--- src/rtl/b1_bip8_pkg.sv ---
package b1_bip8_pkg;

    localparam int BIP_W = 8;
    localparam int ERR_W = $clog2(BIP_W + 1);

    typedef struct packed {
        logic [BIP_W-1:0] run_par;
        logic [BIP_W-1:0] ref_par;
        logic             ref_ok;
        logic             aligned;
    } par_state_t;

    typedef struct packed {
        logic             valid;
        logic [ERR_W-1:0] errs;
    } cmp_state_t;

    function automatic logic [ERR_W-1:0] ones_in(input logic [BIP_W-1:0] v);
        logic [ERR_W-1:0] n;
        n = '0;
        for (int i = 0; i < BIP_W; i++) begin
            n = n + ERR_W'(v[i]);
        end
        return n;
    endfunction

endpackage

--- src/rtl/b1_parity_acc.sv ---
module b1_parity_acc
    import b1_bip8_pkg::*;
#(
    parameter int ROW_BYTES = 90,
    parameter int POS_W     = 12
) (
    input  logic             clk,
    input  logic             rst_n,
    input  logic             in_valid,
    input  logic [7:0]       in_data,
    input  logic             in_sof,
    input  logic [POS_W-1:0] in_pos,
    input  logic             mode_sts3,
    output logic             b1_hit,
    output logic [BIP_W-1:0] b1_data,
    output logic [BIP_W-1:0] ref_par
);

    localparam int B1_OFF_ONE   = ROW_BYTES;
    localparam int B1_OFF_THREE = 3 * ROW_BYTES;

    par_state_t       st_d, st_q;
    logic [POS_W-1:0] b1_pos;

    always_comb begin
        b1_pos = mode_sts3 ? POS_W'(B1_OFF_THREE) : POS_W'(B1_OFF_ONE);
    end

    always_comb begin
        st_d = st_q;
        if (in_valid) begin
            if (in_sof) begin
                st_d.ref_par = st_q.run_par;
                st_d.ref_ok  = st_q.aligned;
                st_d.aligned = 1'b1;
                st_d.run_par = in_data;
            end else begin
                st_d.run_par = st_q.run_par ^ in_data;
            end
        end
    end

    always_ff @(posedge clk or negedge rst_n) begin
        if (!rst_n) begin
            st_q <= '0;
        end else begin
            st_q <= st_d;
        end
    end

    always_comb begin
        b1_hit  = in_valid && !in_sof && (in_pos == b1_pos) && st_q.ref_ok;
        b1_data = in_data;
        ref_par = st_q.ref_par;
    end

endmodule

--- src/rtl/b1_compare.sv ---
module b1_compare
    import b1_bip8_pkg::*;
(
    input  logic             clk,
    input  logic             rst_n,
    input  logic             b1_hit,
    input  logic [BIP_W-1:0] b1_data,
    input  logic [BIP_W-1:0] ref_par,
    input  logic             cnt_block,
    output logic [ERR_W-1:0] inc_val,
    output logic             chk_valid,
    output logic [ERR_W-1:0] chk_errs
);

    cmp_state_t       st_d, st_q;
    logic [BIP_W-1:0] diff;
    logic [ERR_W-1:0] n_err;

    always_comb begin
        diff  = b1_data ^ ref_par;
        n_err = cnt_block ? ERR_W'(|diff) : ones_in(diff);
        inc_val = b1_hit ? n_err : '0;
        st_d.valid = b1_hit;
        st_d.errs  = inc_val;
    end

    always_ff @(posedge clk or negedge rst_n) begin
        if (!rst_n) begin
            st_q <= '0;
        end else begin
            st_q <= st_d;
        end
    end

    always_comb begin
        chk_valid = st_q.valid;
        chk_errs  = st_q.errs;
    end

endmodule

--- src/rtl/b1_err_counter.sv ---
module b1_err_counter
    import b1_bip8_pkg::*;
#(
    parameter int CNT_W = 16
) (
    input  logic             clk,
    input  logic             rst_n,
    input  logic [ERR_W-1:0] inc_val,
    input  logic             pm_strobe,
    output logic [CNT_W-1:0] hold
);

    typedef struct packed {
        logic [CNT_W-1:0] run;
        logic [CNT_W-1:0] hold;
    } cnt_state_t;

    cnt_state_t       st_d, st_q;
    logic [CNT_W-1:0] base;
    logic [CNT_W:0]   sum;

    always_comb begin
        st_d = st_q;
        base = pm_strobe ? '0 : st_q.run;
        sum  = {1'b0, base} + (CNT_W + 1)'(inc_val);
        st_d.run = sum[CNT_W] ? '1 : sum[CNT_W-1:0];
        if (pm_strobe) begin
            st_d.hold = st_q.run;
        end
    end

    always_ff @(posedge clk or negedge rst_n) begin
        if (!rst_n) begin
            st_q <= '0;
        end else begin
            st_q <= st_d;
        end
    end

    always_comb begin
        hold = st_q.hold;
    end

endmodule

--- src/rtl/b1_bip8_monitor.sv ---
module b1_bip8_monitor
    import b1_bip8_pkg::*;
#(
    parameter int ROW_BYTES = 90,
    parameter int ROWS      = 9,
    parameter int CNT_W     = 16,
    localparam int FRAME_MAX = 3 * ROW_BYTES * ROWS,
    localparam int POS_W     = $clog2(FRAME_MAX)
) (
    input  logic             clk,
    input  logic             rst_n,
    input  logic             in_valid,
    input  logic [7:0]       in_data,
    input  logic             in_sof,
    input  logic [POS_W-1:0] in_pos,
    input  logic             mode_sts3,
    input  logic             cnt_block,
    input  logic             pm_strobe,
    output logic             chk_valid,
    output logic [ERR_W-1:0] chk_errs,
    output logic [CNT_W-1:0] b1_count
);

    logic             b1_hit;
    logic [BIP_W-1:0] b1_data;
    logic [BIP_W-1:0] ref_par;
    logic [ERR_W-1:0] inc_val;

    b1_parity_acc #(
        .ROW_BYTES (ROW_BYTES),
        .POS_W     (POS_W)
    ) u_acc (
        .clk       (clk),
        .rst_n     (rst_n),
        .in_valid  (in_valid),
        .in_data   (in_data),
        .in_sof    (in_sof),
        .in_pos    (in_pos),
        .mode_sts3 (mode_sts3),
        .b1_hit    (b1_hit),
        .b1_data   (b1_data),
        .ref_par   (ref_par)
    );

    b1_compare u_cmp (
        .clk       (clk),
        .rst_n     (rst_n),
        .b1_hit    (b1_hit),
        .b1_data   (b1_data),
        .ref_par   (ref_par),
        .cnt_block (cnt_block),
        .inc_val   (inc_val),
        .chk_valid (chk_valid),
        .chk_errs  (chk_errs)
    );

    b1_err_counter #(
        .CNT_W (CNT_W)
    ) u_cnt (
        .clk       (clk),
        .rst_n     (rst_n),
        .inc_val   (inc_val),
        .pm_strobe (pm_strobe),
        .hold      (b1_count)
    );

endmodule

--- config.mk ---
export PLATFORM = sky130hd
export DESIGN_NAME = b1_bip8_monitor
export DESIGN_NICKNAME = d
export VERILOG_FILES = /design/src/rtl/b1_bip8_pkg.sv /design/src/rtl/b1_parity_acc.sv /design/src/rtl/b1_compare.sv /design/src/rtl/b1_err_counter.sv /design/src/rtl/b1_bip8_monitor.sv
export SDC_FILE = /design/constraint.sdc
export NUM_CORES = 1
export LEC_CHECK = 0
export ABC_AREA = 1
export BUFFER_PORTS_ARGS = -buffer_cell sky130_fd_sc_hd__buf_2
export CORE_ASPECT_RATIO = 0.9
export CORE_MARGIN = 3
export CORE_UTILIZATION = 46
export CTS_CLUSTER_SIZE = 40
export DETAILED_ROUTE_END_ITERATION = 10
export PLACE_DENSITY_LB_ADDON = 0.12
export SYNTH_ARGS = -nofsm -noshare
export SYNTH_HDL_FRONTEND = slang
export SYNTH_SLANG_ARGS = --single-unit
--- constraint.sdc ---
create_clock -name clk -period 11.8 [get_ports clk]
set_input_delay 0 -clock clk [delete_from_list [all_inputs] [get_ports clk]]
set_output_delay 0 -clock clk [all_outputs]
set_load 0.05 [all_outputs]
==> metrics.txt <==
per-cell via count in the routed design=4.552; initial core utilization=between 40% and 50%; worst clock skew on the final layout=13.46 ps; site row count=27; post-synthesis area per instance=approximately 8.3 µm²; Port-buffer cells=47; nets in the synthesized netlist=about 420; dpl cell area=between 0.003 and 0.004 mm²; Post-synth ARST share=100.0%; cell at the root of the clock tree=sky130_fd_sc_hd__clkbuf_8; clock input transition at the sequential cells of the worst setup and hold paths=roughly 100 ps; max-slew headroom at the worst pin=approximately 53%; share of cells above drive strength 1=about a fifth; GRT Total Usage=~16%; TritonCTS buffer count=5; run status=complete, no violations; Tcrit/Tclk final=37.86%; setup violation total in the final timing report=0; share of the synthesized area in the top cell type=about 44%; via count of the first global-routing pass=between 2000 and 2500; cell count of the worst reg-to-reg path=19; post-route insts no fill=between 400 and 500; Post-DRT Antenna Nets=0; sequential fraction of the synthesis area=between 40% and 50%; post-route total power=about 0.00047 W; library cell with the largest summed area after synthesis=sky130_fd_sc_hd__dfrtp_1; I/O pin count=48; Post-synth top cells=sky130_fd_sc_hd__nand2_1, sky130_fd_sc_hd__dfrtp_1, sky130_fd_sc_hd__inv_1; filler instances=619; Max-cap violations=0; slew of the pin with the lowest slew margin=703.0 ps; Period minus WS final=about 4500 ps; GR Overflow Total=0; Layout area overhead=10.30%; area of the mapped netlist=slightly above 0.003 mm²; layout net count=450; maximum vdd drop=0.00007542 V; number of synthesized register bits=55; most numerous cell in the Yosys netlist=sky130_fd_sc_hd__nand2_1; HPWL after DPL=4247 µm; leakage power=1.928 nW; unrepaired setup endpoints after global routing=no; first-pass detailed-route iteration total=4; CTS H-Tree Depth=2; cell types with the largest area share after synthesis=sky130_fd_sc_hd__dfrtp_1, sky130_fd_sc_hd__nand2_1, sky130_fd_sc_hd__inv_1; type of the worst setup path=reg -> reg; CP arrival=between 4000 and 5000 ps; Hold Vio Cnt, Final=0; post-detailed-route wirelength per cell=roughly 12 µm; cell depth of the worst hold path=4; number of different library cells in the post-synthesis netlist=29; number of clock sinks seen by CTS=55; highest clock frequency the design can meet=~0.22 GHz; EDFF count, synth=0; Cell Count Post-Placement=slightly below 500; Post-synth top flop=sky130_fd_sc_hd__dfrtp_1; antenna cells=0; Syn Inst Count=between 300 and 400; worst-case clock buffer depth=2; height of the die=~84 µm; Req. time, crit path=around 12000 ps; routability cong.=between 0.8 and 0.9; Power Dens Cells=136.4 mW/mm²; hold crit path type=in -> reg; aggregate routed wire length=5791 µm; CTS tree=built; Worst setup EP type=flip-flop; Post-Layout Inst Area=0.003417 mm²; Die ar.=0.007757 mm²; residual DRC count=0; Startpoint Class=flip-flop; first-pass GRT wire length=between 10000 and 15000 µm; initial antenna violation count=0; violation count after the first detailed-route iteration=~110; Clock Latency Late Sink=310 ps; final hold slack=a little under 7 ps; Sum Neg Setup Slack=0 ps; number of post-CTS setup repair buffers=0; pin count of the biggest net entering global routing=56; CORE AREA=between 0.006 and 0.007 mm²; Synthesis Warnings=0; die width=between 90 and 100 µm; crit-path max FO=10; number of pins with negative max-slew slack in the final report=0; vias=roughly 2300
placed cells by master, fill, tap and decap left out:
cell type,instances
sky130_fd_sc_hd__buf_4,1
sky130_fd_sc_hd__mux2_2,6
sky130_fd_sc_hd__nand2_1,101
sky130_fd_sc_hd__nand3b_4,1
sky130_fd_sc_hd__dfrtp_1,55
sky130_fd_sc_hd__nor2_4,1
sky130_fd_sc_hd__inv_6,1
sky130_fd_sc_hd__nor2_1,31
sky130_fd_sc_hd__xnor2_1,15
sky130_fd_sc_hd__nand3_4,1
sky130_fd_sc_hd__nor2_2,2
sky130_fd_sc_hd__clkbuf_8,5
sky130_fd_sc_hd__fa_1,5
sky130_fd_sc_hd__nor3b_1,1
sky130_fd_sc_hd__nand3b_1,2
sky130_fd_sc_hd__nand3_1,34
sky130_fd_sc_hd__xor2_1,1
sky130_fd_sc_hd__buf_2,47
sky130_fd_sc_hd__nor3_1,1
sky130_fd_sc_hd__clkinv_4,1
sky130_fd_sc_hd__nand2_2,5
sky130_fd_sc_hd__or2_2,4
sky130_fd_sc_hd__inv_1,53
sky130_fd_sc_hd__nand4_1,3
sky130_fd_sc_hd__a21oi_1,4
sky130_fd_sc_hd__inv_2,3
sky130_fd_sc_hd__clkinv_2,1
sky130_fd_sc_hd__ha_1,8
sky130_fd_sc_hd__nor2_8,1
sky130_fd_sc_hd__dlygate4sd3_1,4
sky130_fd_sc_hd__o21ai_0,12
sky130_fd_sc_hd__nand3_2,1
registers in the layout, summed over array words and instances (netlist names):
signal	flops
u_cnt.hold	16
u_cnt.st_q	16
u_acc.ref_par	8
u_cmp.chk_errs	4
u_acc.st_q	10
u_cmp.chk_valid	1
per-stage QoR:
step                util, %  setup WS, ps
global placement      52.01          7416
finish                54.09          7332
CTS                   54.09          7305
global route          54.09          7033
detailed placement    52.01          7342
floorplan                 -          7530
kinds of logic after synthesis:
group                    synth area share [%]
AND/OR/NAND/NOR                         27.75
buffers and inverters                   12.08
flip-flops                              44.43
AO/OA/AOI/OAI                           2.585
XOR/XNOR                                4.524
adder cells (fa/ha/maj)                 6.462
multiplexers                            2.181
where the power goes:
part | switching (W) | internal, W
logic | 0.0000774 | 0.0000676
clock network | 0.0000639 | 0.0000427
registers | 0.00000908 | 0.000205
worst max-delay path, cell delays in order (launching register included):
cell                      delay [ps]
sky130_fd_sc_hd__dfrtp_1         390
sky130_fd_sc_hd__xor2_1          180
sky130_fd_sc_hd__inv_1            70
sky130_fd_sc_hd__ha_1            270
sky130_fd_sc_hd__inv_1            50
sky130_fd_sc_hd__fa_1            500
sky130_fd_sc_hd__fa_1            540
sky130_fd_sc_hd__inv_1            50
sky130_fd_sc_hd__fa_1            450
sky130_fd_sc_hd__or2_2           300
sky130_fd_sc_hd__nand2_1          70
sky130_fd_sc_hd__nor2_1           50
sky130_fd_sc_hd__ha_1            230
sky130_fd_sc_hd__fa_1            420
sky130_fd_sc_hd__nand3_1         120
sky130_fd_sc_hd__inv_1            60
sky130_fd_sc_hd__nor2_2          220
sky130_fd_sc_hd__nor2_8          100
sky130_fd_sc_hd__or2_2           280
sky130_fd_sc_hd__nand3_1          60
per-layer routing:
layer | GRT usage, % | vias up | part of all wire, %
met5 | 0 | - | 0
met4 | 4.049 | 0 | 0.73
met3 | 3.787 | 4 | 5.9
met2 | 23.72 | 47 | 40
met1 | 23.77 | 1008 | 54
li1 | - | 1208 | -
final cells by class:
type / instances / area (µm²) / area share [%]
flip-flops and latches: 55 / 1376 / 40.28
multi-input cells: 240 / 1348 / 39.44
repair buffers: 52 / 282.8 / 8.275
inverters: 56 / 210.2 / 6.152
well taps: 87 / 108.9 / 3.186
clock buffers: 5 / 68.82 / 2.014
clock inverters: 3 / 22.52 / 0.6591
final timing paths:
check / start / slack [ps] / endpoint
max reg2reg: u_acc.ref_par[0] / 7330 / u_cnt.st_q[24]
max: u_acc.ref_par[0] / 7330 / u_cnt.st_q[24]
min: in_data[6] / 7 / u_acc.st_q[16]
min reg2reg: u_acc.st_q[0] / 470 / u_acc.st_q[0]
max in group asynchronous: rst_n / 10980 / u_cmp.chk_valid
min in group asynchronous: rst_n / 350 / u_cnt.hold[6]
timing repair:
| action | in CTS | in global routing |
|---|---|---|
| gates resized for setup | 0 | 0 |
| hold endpoints to repair | 57 | 0 |
| hold buffers | 4 | 0 |
Note: power is estimated with default switching activity, not from simulation.
